===== src/rtl/sc_char_tx.sv =====
module sc_char_tx #(
  parameter int ETU_W   = 12,
  parameter int RETRY_W = 3
) (
  input  logic               clk,
  input  logic               rst_n,
  input  logic [ETU_W-1:0]   etu_cycles,
  input  logic               msb_first,
  input  logic               invert,
  input  logic               odd_parity,
  input  logic [RETRY_W-1:0] max_retries,
  input  logic               in_valid,
  input  logic [7:0]         in_data,
  output logic               in_ready,
  input  logic               line_in,
  output logic               line_pull_low,
  output logic               tx_dropped
);
  localparam logic [3:0] PARITY_SLOT = 4'd9;
  localparam logic [3:0] SAMPLE_SLOT = 4'd11;
  localparam logic [3:0] RETX_SLOT   = 4'd13;

  logic               busy;
  logic [7:0]         byte_q;
  logic [ETU_W-1:0]   cnt;
  logic [3:0]         slot;
  logic [RETRY_W-1:0] tries;
  logic               err_q;
  logic               level;

  wire       etu_end = (cnt == etu_cycles - 1'b1);
  wire       accept  = in_valid && !busy;
  wire [3:0] sm1     = slot - 4'd1;
  wire [2:0] idx     = msb_first ? (3'd7 - sm1[2:0]) : sm1[2:0];
  wire       err_eff = (cnt == '0) ? !line_in : err_q;

  assign in_ready      = !busy;
  assign line_pull_low = busy && (slot <= PARITY_SLOT) && !level;

  always_comb begin
    if (slot == 4'd0)
      level = 1'b0;
    else if (slot < PARITY_SLOT)
      level = byte_q[idx] ^ invert;
    else
      level = (^byte_q) ^ odd_parity ^ invert;
  end

  always_ff @(posedge clk) begin
    if (!rst_n) begin
      busy       <= 1'b0;
      byte_q     <= '0;
      cnt        <= '0;
      slot       <= '0;
      tries      <= '0;
      err_q      <= 1'b0;
      tx_dropped <= 1'b0;
    end else begin
      tx_dropped <= 1'b0;
      if (!busy) begin
        if (accept) begin
          busy   <= 1'b1;
          byte_q <= in_data;
          cnt    <= '0;
          slot   <= '0;
          tries  <= '0;
          err_q  <= 1'b0;
        end
      end else begin
        if (slot == SAMPLE_SLOT && cnt == '0)
          err_q <= !line_in;
        if (!etu_end) begin
          cnt <= cnt + 1'b1;
        end else begin
          cnt <= '0;
          if (slot == SAMPLE_SLOT && (!err_eff || tries == max_retries)) begin
            busy       <= 1'b0;
            tx_dropped <= err_eff;
          end else if (slot == RETX_SLOT) begin
            slot  <= '0;
            tries <= tries + 1'b1;
            err_q <= 1'b0;
          end else begin
            slot <= slot + 4'd1;
          end
        end
      end
    end
  end

  assert_start_low_R2: assert property (@(posedge clk) disable iff (!rst_n)
    accept |=> line_pull_low && !in_ready);

  assert_retx_start_R7: assert property (@(posedge clk) disable iff (!rst_n)
    busy && slot == RETX_SLOT && etu_end |=> line_pull_low && !in_ready);

  assert_drop_pulse_R8: assert property (@(posedge clk) disable iff (!rst_n)
    tx_dropped |=> !tx_dropped);

  assert_drop_idle_R8: assert property (@(posedge clk) disable iff (!rst_n)
    tx_dropped |-> in_ready && !line_pull_low);

  assert_tries_bound_R8: assert property (@(posedge clk) disable iff (!rst_n)
    busy |-> tries <= max_retries);

  assert_byte_held_R9: assert property (@(posedge clk) disable iff (!rst_n)
    busy && $past(busy) |-> byte_q == $past(byte_q));
endmodule


===== config.mk =====
export PLATFORM = sky130hd
export DESIGN_NAME = sc_char_tx
export DESIGN_NICKNAME = d
export VERILOG_FILES = /design/src/rtl/sc_char_tx.sv
export SDC_FILE = /design/constraint.sdc
export NUM_CORES = 1
export LEC_CHECK = 0
export ABC_AREA = 1
export BUFFER_PORTS_ARGS = -buffer_cell sky130_fd_sc_hd__buf_2
export CAP_MARGIN = 10
export CORE_AREA = 4 4 71 73
export CTS_CLUSTER_SIZE = 8
export DETAILED_ROUTE_END_ITERATION = 16
export DIE_AREA = 0 0 75 77
export GPL_TIMING_DRIVEN = 0
export PLACE_DENSITY = 0.87
export SLEW_MARGIN = 10
export SYNTH_ARGS = -nofsm -noshare
export SYNTH_HDL_FRONTEND = slang
export SYNTH_SLANG_ARGS = --single-unit

===== constraint.sdc =====
create_clock -name clk -period 3.21 [get_ports clk]
set_input_delay 0.321 -clock clk [delete_from_list [all_inputs] [get_ports clk]]
set_output_delay 0.321 -clock clk [all_outputs]
set_load 0.01 [all_outputs]

* Yosys cells after proc, flatten, opt, wreduce, memory -nomap -nowiden
Cells that the tools add are included.
** Cells by class
- $add $sub $neg :: 6
- Multipliers :: 0
- Div/mod/pow operators :: 0
- $lt $le $gt $ge :: 3
- Eq/ne operators :: 7
- Shift operators :: 0
- Muxes and demuxes :: 29
- Bitwise gates (word level) :: 4
- Reduce and logical (&&, ||, !) cells :: 18
** Operator list (count)
- 12-bit 2-to-1 mux :: 3
- 4-bit 2-to-1 mux :: 5
- 3-bit 2-to-1 mux :: 6
- 1-bit 2-to-1 mux :: 14
- 12-bit by 1-bit adder with 12-bit output, second input constant :: 1
- 12-bit == test :: 1
- 12-bit zero test :: 1
- 12-bit by 1-bit subtractor with 12-bit output, second input constant :: 1
- 4-bit == test, second input constant :: 2
- 4-bit AND reduction :: 2
- 8-bit parity :: 1
- 1-bit logical AND :: 5
- 4-bit by 1-bit adder with 4-bit output, second input constant :: 1
- 4-bit less-or-equal comparator, second input constant :: 1
- 1-bit zero test :: 4
- 4-bit zero test :: 1
- 3-bit by 4-bit less-than comparator with 1-bit output, second input constant :: 1
- 4-bit less-than comparator, second input constant :: 1
- 2-bit by 1-bit != test with 1-bit output, second input constant :: 2
- 3-bit by 1-bit adder with 3-bit output, second input constant :: 1
- 1-bit binary-select mux with 3-bit select :: 1
- 3-bit == test :: 1
- 3-bit AND reduction :: 1
- 3-bit by 1-bit subtractor with 3-bit output, second input constant :: 1
- 7 further kinds :: 9
** Word-level totals
- Flip-flop bits (word level) :: 30
- Bits in latches :: 0
- Memory bits (writable) :: 0
- Bits in read-only memories :: 0
- Input bits :: 30
- Output and inout bits :: 3
- Memories :: 0

* Logic depth before layout (Yosys ltp)
Gate-level depths: netlist of run 1.
- Depth in word-level cells :: 10
- Mapped depth :: 16
- Mapped depth without buffers :: 16

* Worst setup path before layout of run 1
Ideal clock, no wire load.
- Kind :: reg2out
- From :: register slot[0]
- To :: output port line_pull_low
- Arrival time :: 1.655 ns
- Required time :: 2.889 ns
- Path slack :: 1.234 ns
- Stages on the path, launching flop included :: 12
- Buffers on the path :: 0
- Path through :: dfxtp_1 -> inv_1 -> ha_1 -> xor2_1 -> inv_1 -> nand3_1 -> nand2_1 -> o211ai_1 -> nand3_1 -> nand3_1 -> nand2_1 -> inv_1
** On the way
- Word-level cells in the longest chain between the ends :: 10
- Elaborated cells on any way between the ends :: 14
- Classes of those cells :: 2 x add/sub; 2 x order compare; 5 x mux; 1 x bitwise; 4 x reduce/logical
** RTL lines
- start, declared :: line 26 : logic [3:0] slot;
- start signal, assigned :: line 84 : slot <= slot + 4'd1;
- 3-bit by 1-bit subtractor with 3-bit output :: line 33 : wire [3:0] sm1 = slot - 4'd1;
- 3-bit subtractor :: line 34 : wire [2:0] idx = msb_first ? (3'd7 - sm1[2:0]) : sm1[2:0];
- 3-bit 2-to-1 mux :: line 34
- 1-bit binary-select mux with 3-bit select :: line 44 : level = byte_q[idx] ^ invert;
- 1-bit 2-to-1 mux (implied by the code) :: line 44
- 1-bit XOR :: line 44
- 1-bit 2-to-1 mux :: line 43 : else if (slot < PARITY_SLOT)
- 1-bit 2-to-1 mux :: line 41 : if (slot == 4'd0)
- 1-bit zero test :: line 38 : assign line_pull_low = busy && (slot <= PARITY_SLOT) && !level;
- 1-bit logical AND * :: line 38
- end, declared :: line 16 : output logic line_pull_low,
Mark *: on every way between the ends. The rest lies on a longest branch, timed or not. The select of a mux whose other input is x is not followed.

* Worst setup path after layout of run 1
Ends and elaborated chain as after synthesis.

==> out/qor.csv, run 1 <==
stage;metric;value;unit
status;status;completed;
hold_path;Hold Crit Class;primary input to register;
sta;max-slew violation count;0;
floorplanning;Initial Util;0.5638;
critical_path;CP Capture Type;primary output;
logic_synthesis;sequential area share after synthesis;0.2446;
cells_and_area;Register Area;600.6;sq um
power;switch share;0.3193;
logic_synthesis;ys async rst share;0;
cells_and_area;ratio of cells with drive above 1 in the final layout;0.1934;
route;Iteration-0 DRC Markers;138;
global_routing;Total GRT Usage;0.1984;
route;met3 WL;290;um
route;mean number of vias per cell;5.164;
route;Max Used Layer;met4;
power;clock share of power;0.335;
job;total of max-cap violations;0;
power;combinational share of power;0.245;
critical_path;worst path required time;2.89;ns
sta;setup violators final;0;
global_routing;number of global-route vias before repair;2224;
route;First-pass DRT Iterations;5;
sta;TNS Setup;0;ns
global_routing;initial antenna violation count;0;
cells_and_area;area occupied by multi-input gates;1608;sq um
critical_path;Most common cell on crit path;nand2_1;
logic_synthesis;Unique masters post-synth;31;
clock_network;setup bufs post-CTS;0;
power;Pleak;1.275;nW
place;DP HPWL;4.259;mm
route;met2 routed WL;2.646;mm
place;IO Port Bufs;32;
clock_network;total number of H-tree levels;2;
sta;Worst Tran Pin Value;0.5166;ns
clock_network;cts hold-fix bufs;0;
route;drt wl/cell;11.49;um
logic_synthesis;Mapped Area;2455;sq um
sta;Clock Skew;0.004426;ns
sta;fmax;385.9;MHz
cells_and_area;fin cells;476;
route;Residual DRC;0;
place;gpl congestion;0.8826;
power;Max VDD drop;266.6;uV
logic_synthesis;Syn Nets;422;
clock_network;maximum clock path buffer count;2;
logic_synthesis;Synth Flop Type;dfxtp_1;
floorplanning;I/O pin count;33;
critical_path;Worst EP arrival;2.27;ns
route;Post-Route WL;5.468;mm
critical_path;critical path's largest stage delay;0.46;ns
route;M1 WL;2.466;mm
logic_synthesis;Synth Instances;384;
place;Placed Cells;468;
sta;final worst slack;0.6184;ns
global_routing;largest net degree at the start of global routing;11;
floorplanning;die height;77;um
critical_path;Setup Crit Path Kind;register to primary output;
clock_network;clock slew at reported path FFs;0.07;ns
sta;post-route minimum period;2.592;ns
critical_path;critical-path cell list;inv_1 -> ha_1 -> xor2_1 -> inv_1 -> nand3_1 -> nand2_1 -> o211ai_1 -> nand2_1 -> nand2_1 -> nand3_1 -> nand2_1 -> inv_1 -> buf_2;
power;Psw;306.5;uW
critical_path;Critical Path Source Type;register;
clock_network;Post-CTS Resized;0;
clock_network;CTS sink cnt;30;
logic_synthesis;Post-synth EDFFs;0;
global_routing;total grt overflow;0;
route;via count;2458;
sta;final hold violation count;0;
critical_path;Crit-path slowest cell;dfxtp_1;
clock_network;Worst-Skew Late Latency;0.29;ns
sta;fin crit share;0.8073;
power;Total Power;959.9;uW
sta;RSZ-0062 raised after global routing;false;
cells_and_area;Filler Cell Count;371;
place;Place WS;0.9506;ns
power;Seq pwr share;0.420;
cells_and_area;Area Growth Syn to Fin;12.90;%
power;Cell Pwr Density;346.4;nW/um^2
floorplanning;Site Rows;24;
logic_synthesis;Mapped Avg Cell Area;6.393;sq um
floorplanning;core area;4354;sq um
floorplanning;die width;75;um
route;DRT antenna net count;0;
global_routing;first-pass GRT wire length;9.363;mm
power;Power Internal;653.4;uW
floorplanning;Die Area;5775;sq um
logic_synthesis;Synthesis Warnings;0;
clock_network;CTS tree;yes;
clock_network;cts bufs inserted;5;
logic_synthesis;post-synthesis register bit count;30;
clock_network;Root Driver;clkbuf_8;
cells_and_area;Inserted Diodes;0;
sta;Max-Slew Margin vs Limit;0.6524;
critical_path;maximum fanout along the worst path;6;
cells_and_area;nets@finish;461;
-- worst max-delay path, delay by kind of cell, from the launching register on --
| family | cells | cell delay (ns) |
|---|---|---|
| flip-flops | 1 | 0.46 |
| XOR/XNOR | 1 | 0.24 |
| adder cells (fa/ha/maj) | 1 | 0.32 |
| AND/OR/NAND/NOR | 6 | 0.40 |
| AO/OA/AOI/OAI | 1 | 0.20 |
| buffers and inverters | 4 | 0.37 |
-- flip-flops by register name, summed over array words and instances, names as in the netlist --
| signal | count |
|---|---|
| tries | 3 |
| tx_dropped | 1 |
| busy | 1 |
| err_q | 1 |
| slot | 4 |
| byte_q | 8 |
| cnt | 12 |
-- routing by layer --
metal | vias to the layer above | track usage
li1 | 1293 | -
met1 | 1102 | 0.2564
met2 | 54 | 0.3267
met3 | 9 | 0.05490
met4 | 0 | 0.03737
met5 | - | 0
-- metrics by stage --
stage	hold slack (ns)	area, sq um	util
3_5_place_dp	0.4835	2680	0.6155
3_3_place_gp	0.4795	2680	0.6155
6_report	0.2528	2771	0.6365
4_1_cts	0.2555	2771	0.6365
5_1_grt	0.2653	2771	0.6365
2_1_floorplan	0.4483	2455	-
-- synthesized netlist by cell type, drive strengths merged (4+ instances only) --
| cell type | number | share of area |
|---|---|---|
| nor3 | 9 | 0.022 |
| nand3 | 42 | 0.11 |
| nand4 | 5 | 0.013 |
| a21oi | 16 | 0.037 |
| nor2 | 53 | 0.10 |
| ha | 8 | 0.041 |
| xnor2 | 13 | 0.046 |
| xor2 | 13 | 0.046 |
| nand2 | 104 | 0.17 |
| dfxtp | 30 | 0.24 |
| o21ai | 15 | 0.031 |
| nor4 | 4 | 0.010 |
| inv | 56 | 0.086 |
-- layout make-up --
type	count	area share
clock inverters	1	0.001806
clock buffers	7	0.03115
inverters	56	0.07585
flip-flops and latches	30	0.2167
well taps	52	0.02348
repair buffers	32	0.05779
multi-input cells	292	0.5801
plain buffers	6	0.01309
-- power groups by stage --
stage | registers [mW] | logic, mW | clock network (mW)
after floorplan | 0.407 | 0.174 | 0
after global placement | 0.410 | 0.226 | 0
after detailed placement | 0.411 | 0.233 | 0
after CTS | 0.403 | 0.235 | 0.323
after global routing | 0.405 | 0.268 | 0.337
final | 0.403 | 0.235 | 0.322
-- worst paths after layout --
path / startpoint / depth (start not counted) / end / slack, ns
setup / recovery: slot[0] / 13 / line_pull_low / 0.62
hold / removal: in_data[3] / 3 / byte_q[3] / 0.25
setup reg to reg: cnt[0] / 13 / slot[2] / 1.25
hold reg to reg: cnt[5] / 2 / cnt[5] / 0.49
-- logic make-up after synthesis --
group,Yosys count,share of synthesized area
AO/OA/AOI/OAI,35,0.07900
XOR/XNOR,26,0.09276
adder cells (fa/ha/maj),8,0.04078
buffers and inverters,62,0.1004
flip-flops,30,0.2446
AND/OR/NAND/NOR,223,0.4424
-- cells in the final DEF, fill, tap and decap left out, drive strengths merged, types with 3 or more instances in the layout --
cell type	count
xnor2	13
nand2	104
ha	8
and2	3
nor3	9
clkbuf	10
inv	56
a21oi	16
nor2	53
nor4	4
o21ai	15
buf	35
xor2	13
nand4	5
dfxtp	30
nand3	42
(Power assumes the default switching activity.)
==> run 2, diff against run 1 <==
- clock period: 3.21 -> 2.39 ns (I/O delays scaled with it)
==> out/qor.csv, run 2 (same netlist as run 1, synthesis figures left out) <==
stage;metric;value;unit
cells_and_area;nets@finish;465;
route;Residual DRC;0;
sta;final hold violation count;0;
global_routing;number of global-route vias before repair;2242;
route;drt wl/cell;11.88;um
critical_path;Setup Crit Path Kind;register to primary output;
clock_network;CTS tree;yes;
route;via count;2527;
cells_and_area;biggest registers after layout;cnt: 12 flops, byte_q: 8 flops, slot: 4 flops;
critical_path;critical-path cell list;inv_2 -> ha_4 -> xor2_4 -> buf_4 -> nand3_1 -> nand3_1 -> o211ai_1 -> nand2_1 -> nand2_1 -> nand3_1 -> nand2_1 -> inv_1 -> buf_2;
cells_and_area;Register Area;605.6;sq um
route;mean number of vias per cell;5.265;
floorplanning;Die Area;5775;sq um
global_routing;met3 usage;0.05621;
route;DRT antenna net count;0;
clock_network;maximum clock path buffer count;2;
route;First-pass DRT Iterations;4;
place;gpl congestion;0.8826;
global_routing;first-pass GRT wire length;9.487;mm
power;Max VDD drop;360.6;uV
sta;Fin Hold WS;0.1742;ns
sta;Worst Tran Pin Value;0.5089;ns
sta;fmax;447.7;MHz
critical_path;CP delay by family, top;simple AND/OR/NAND/NOR gates;
sta;post-route minimum period;2.234;ns
critical_path;maximum fanout along the worst path;4;
cells_and_area;Filler Cell Count;352;
sta;setup violators final;0;
clock_network;CTS sink cnt;30;
cells_and_area;Biggest register;cnt;
floorplanning;Initial Util;0.5638;
floorplanning;Site Rows;24;
cells_and_area;Final Instance Area;2845;sq um
critical_path;critical path's largest stage delay;0.37;ns
critical_path;CP Capture Type;primary output;
job;total of max-cap violations;0;
cells_and_area;commonest non-fill, non-tap cell in the layout;nand2_1;
place;Post-Place Cell Area;2680;sq um
cells_and_area;Final Core Density;0.6534;
place;IO Port Bufs;32;
sta;fin crit share;0.9346;
status;status;completed;
critical_path;Worst EP arrival;1.99;ns
floorplanning;die width;75;um
floorplanning;core area;4354;sq um
sta;Clock Skew;0.003482;ns
cells_and_area;Inserted Diodes;0;
cells_and_area;ratio of cells with drive above 1 in the final layout;0.2196;
route;Post-Route WL;5.704;mm
cells_and_area;most frequent cells in the layout;96 x nand2_1, 47 x inv_1, 42 x nor2_1;
global_routing;global-route layer with the greatest usage;met2;
global_routing;initial antenna violation count;0;
cells_and_area;Area Growth Syn to Fin;15.90;%
global_routing;M2 GR Usage;0.3293;
critical_path;CP Buf/Inv Count;4;
floorplanning;I/O pin count;33;
power;Pleak;1.304;nW
power;Cell Pwr Density;465.3;nW/um^2
route;Iteration-0 DRC Markers;163;
clock_network;cts bufs inserted;5;
global_routing;largest net degree at the start of global routing;11;
sta;TNS Setup;0;ns
global_routing;Total GRT Usage;0.2014;
place;DP HPWL;4.259;mm
clock_network;total number of H-tree levels;2;
sta;max-slew violation count;0;
sta;Max-Slew Margin vs Limit;0.6576;
critical_path;Critical Path Source Type;register;
critical_path;worst path required time;2.15;ns
global_routing;M1 GR Usage;0.2600;
clock_network;Worst-Skew Late Latency;0.28;ns
sta;RSZ-0062 raised after global routing;false;
clock_network;Root Driver;clkbuf_8;
clock_network;clock slew at reported path FFs;0.06;ns
cells_and_area;area occupied by multi-input gates;1644;sq um
cells_and_area;max FFs per register;12;
hold_path;Hold Crit Class;primary input to register;
critical_path;Crit-path slowest cell;dfxtp_2;
floorplanning;die height;77;um
global_routing;total grt overflow;0;
## run 2: cell count changes in the layout (fill, tap and decap cells not counted), moves of 2 or more
cell,change
inv_1,-3
buf_4,+4
inv_2,+2
dfxtp_1,-2
## run 2: area by class of cell
cell class,count,area share
plain buffers,6,0.01275
clock buffers,7,0.03034
clock inverters,1,0.001759
inverters,56,0.07476
multi-input cells,292,0.5778
flip-flops and latches,30,0.2128
well taps,52,0.02287
repair buffers,36,0.06684
## run 2: routing by layer
metal | share of wire | vias to the layer above
li1 | - | 1299
met1 | 0.43 | 1147
met2 | 0.49 | 66
met3 | 0.059 | 15
met4 | 0.020 | 0
met5 | 0 | -
## run 2: path summary, 6_finish.rpt
| check | start | slack [ns] | cells past startpoint | end |
|---|---|---|---|---|
| worst max register to register | cnt[0] | 0.40 | 13 | slot[2] |
| worst max-delay path | slot[1] | 0.16 | 13 | line_pull_low |
| worst min register to register | cnt[5] | 0.49 | 2 | cnt[5] |
| worst min-delay path | in_data[4] | 0.17 | 3 | byte_q[4] |
## run 2: worst reg2reg max path: stages, from the launching register on
cell	delay [ns]
dfxtp_1	0.35
inv_1	0.10
ha_1	0.16
nand3_1	0.09
nor3_2	0.18
nand2_1	0.09
nand2_1	0.10
nand3_1	0.10
nand3_1	0.11
nand2_1	0.08
inv_2	0.18
nand2_1	0.16
nand2_1	0.12
a21oi_2	0.05
## run 2: what timing repair did
action | CTS | global route
pin swaps | 0 | 5
setup buffers | 0 | 4
gates cloned | 0 | 0
gates resized for setup | 2 | 9
setup endpoints to repair | 1 | 1
hold buffers | 0 | 0
## run 2: per-stage QoR
step,cells,power (mW),setup WS (ns)
after floorplan,384,0.7811,0.4958
after global placement,468,0.8542,0.2493
after detailed placement,468,0.8644,0.2126
after CTS,476,1.293,0.01324
after global routing,480,1.395,0.02516
final,480,1.324,0.1562
## run 2: report_power, final
group / switching [mW] / internal, mW
clock: 0.195 / 0.232
combinational: 0.207 / 0.148
sequential: 0.0212 / 0.521
==> run 3, diff against run 2 <==
- ABC_CLOCK_PERIOD_IN_PS: default -> 2390
- CORE_AREA: 4 4 71 73 -> 4 4 72 74
- DIE_AREA: 0 0 75 77 -> 0 0 76 78
- PLACE_DENSITY: 0.87 -> 0.85
==> out/qor.csv, run 3 (same netlist as run 1, synthesis figures left out) <==
stage;metric;value;unit
floorplanning;Die Area;5928;sq um
status;status;completed;
sta;max-slew violation count;0;
route;via count;2513;
hold_path;Hold Path Depth;3;
critical_path;Most common cell on crit path;nand3_1;
place;gpl congestion;0.8979;
sta;final hold violation count;0;
global_routing;number of global-route vias before repair;2213;
global_routing;total grt overflow;0;
place;Post-Place Cell Area;2683;sq um
sta;fmax;444.7;MHz
global_routing;first-pass GRT wire length;9.501;mm
cells_and_area;nets@finish;463;
power;combinational share of power;0.271;
critical_path;CP delay by family, top;simple AND/OR/NAND/NOR gates;
job;total of max-cap violations;0;
critical_path;Setup Crit Path Kind;register to primary output;
route;DRT antenna net count;0;
clock_network;Root Driver;clkbuf_8;
cells_and_area;Inserted Diodes;0;
global_routing;initial antenna violation count;0;
hold_path;Hold Crit Class;primary input to register;
cells_and_area;commonest non-fill, non-tap cell in the layout;nand2_1;
floorplanning;die width;76;um
place;DP HPWL;4.234;mm
place;IO Port Bufs;32;
critical_path;CP Buf/Inv Count;4;
cells_and_area;most frequent cells in the layout;96 x nand2_1, 47 x inv_1, 42 x nor2_1;
sta;Max-Slew Margin vs Limit;0.6427;
critical_path;Critical Path Source Type;register;
hold_path;hold worst-path end;byte_q[6];
sta;fin crit share;0.9409;
power;switch share;0.3263;
cells_and_area;max FFs per register;12;
critical_path;CP Capture Type;primary output;
floorplanning;die height;78;um
global_routing;Total GRT Usage;0.1873;
critical_path;Crit. path cell count;12;
clock_network;CTS sink cnt;30;
power;Power Internal;857.6;uW
power;Cell Pwr Density;451.4;nW/um^2
cells_and_area;ratio of cells with drive above 1 in the final layout;0.2165;
critical_path;FF-to-FF End;slot[1];
route;drt wl/cell;11.70;um
global_routing;largest net degree at the start of global routing;11;
hold_path;Hold Crit Start;in_data[6];
clock_network;total number of H-tree levels;2;
critical_path;r2r startpoint;cnt[0];
critical_path;Crit-path slowest cell;dfxtp_2;
critical_path;maximum fanout along the worst path;4;
critical_path;CP Launch Point;slot[1];
clock_network;maximum clock path buffer count;2;
cells_and_area;Area Growth Syn to Fin;14.88;%
cells_and_area;biggest registers after layout;cnt: 12 flops, byte_q: 8 flops, slot: 4 flops;
power;Max VDD drop;405.7;uV
critical_path;critical-path cell list;inv_2 -> ha_4 -> xor2_4 -> buf_4 -> nand3_1 -> nand3_1 -> o211ai_1 -> nand3_1 -> nand3_1 -> nand2_1 -> inv_1 -> buf_2;
route;First-pass DRT Iterations;5;
power;clock share of power;0.303;
route;Iteration-0 DRC Markers;231;
route;mean number of vias per cell;5.246;
sta;RSZ-0062 raised after global routing;true;
cells_and_area;Biggest register;cnt;
sta;Clock Skew;0.006423;ns
clock_network;cts bufs inserted;5;
cells_and_area;Final Instance Area;2820;sq um
power;Psw;415.4;uW
power;Seq pwr share;0.426;
sta;post-route minimum period;2.249;ns
route;Post-Route WL;5.602;mm
floorplanning;core area;4598;sq um
critical_path;R2R Setup Slk;0.42;ns
critical_path;r2r worst-path depth;14;
clock_network;clock slew at reported path FFs;0.06;ns
critical_path;Worst EP arrival;2.01;ns
clock_network;CTS tree;yes;
cells_and_area;Filler Cell Count;414;
power;Pleak;1.289;nW
floorplanning;Initial Util;0.5339;
critical_path;critical path's largest stage delay;0.36;ns
sta;Worst Tran Pin Value;0.5360;ns
floorplanning;Site Rows;25;
cells_and_area;Register Area;605.6;sq um
critical_path;worst path required time;2.15;ns
sta;Fin Hold WS;0.1807;ns
sta;setup violators final;0;
route;Residual DRC;0;
cells_and_area;area occupied by multi-input gates;1644;sq um
clock_network;Worst-Skew Late Latency;0.28;ns
floorplanning;I/O pin count;33;
==> run 3: metal layers <==
layer  track usage  share of wire  vias to the layer above
li1              -              -                     1294
met1        0.2390           0.45                     1147
met2        0.3176           0.49                       64
met3       0.04872          0.048                        8
met4       0.03559         0.0082                        0
met5             0              0                        -
==> run 3: worst max path at each step <==
stage | end
detailed placement | line_pull_low
CTS | line_pull_low
global route | line_pull_low
finish | line_pull_low
floorplan | line_pull_low
global placement | line_pull_low
==> run 3: repair_timing <==
| item | in CTS | in global routing |
|---|---|---|
| hold buffers | 0 | 0 |
| setup endpoints to repair | 1 | 1 |
| pin swaps | 0 | 7 |
| buffers inserted | 0 | 2 |
| gates cloned | 0 | 0 |
| resized for setup | 2 | 9 |
==> run 3: power groups by stage <==
stage / clock [mW] / combinational [mW] / sequential [mW]
3_3_place_gp: 0 / 0.304 / 0.551
5_1_grt: 0.420 / 0.393 / 0.545
6_report: 0.386 / 0.344 / 0.543
3_5_place_dp: 0 / 0.313 / 0.552
2_1_floorplan: 0 / 0.234 / 0.547
4_1_cts: 0.387 / 0.318 / 0.542
==> run 3: worst min-delay path: stages <==
cell and delay, ns:
buf_2 0.08, nor2_1 0.03, nor2_1 0.08
==> run 3: cell type report <==
cell class                 count  area share
multi-input combinational    292      0.5830
inverter                      56     0.07542
tap                           54     0.02396
sequential                    30      0.2147
clock buffer                   5     0.02440
timing repair buffer          34     0.06211
buffer                         6     0.01287
clock inverter                 2    0.003549
==> run 3: stage by stage <==
step / total power, mW / std cells / util / worst slack [ns] / TNS [ns]
final: 1.273 / 479 / 0.6133 / 0.1412 / 0
after global routing: 1.358 / 479 / 0.6133 / -0.08379 / -0.08379
after CTS: 1.246 / 477 / 0.6024 / 0.04347 / 0
after detailed placement: 0.8647 / 470 / 0.5834 / 0.2262 / 0
after global placement: 0.8553 / 470 / 0.5834 / 0.2425 / 0
after floorplan: 0.7811 / 384 / - / 0.4958 / 0
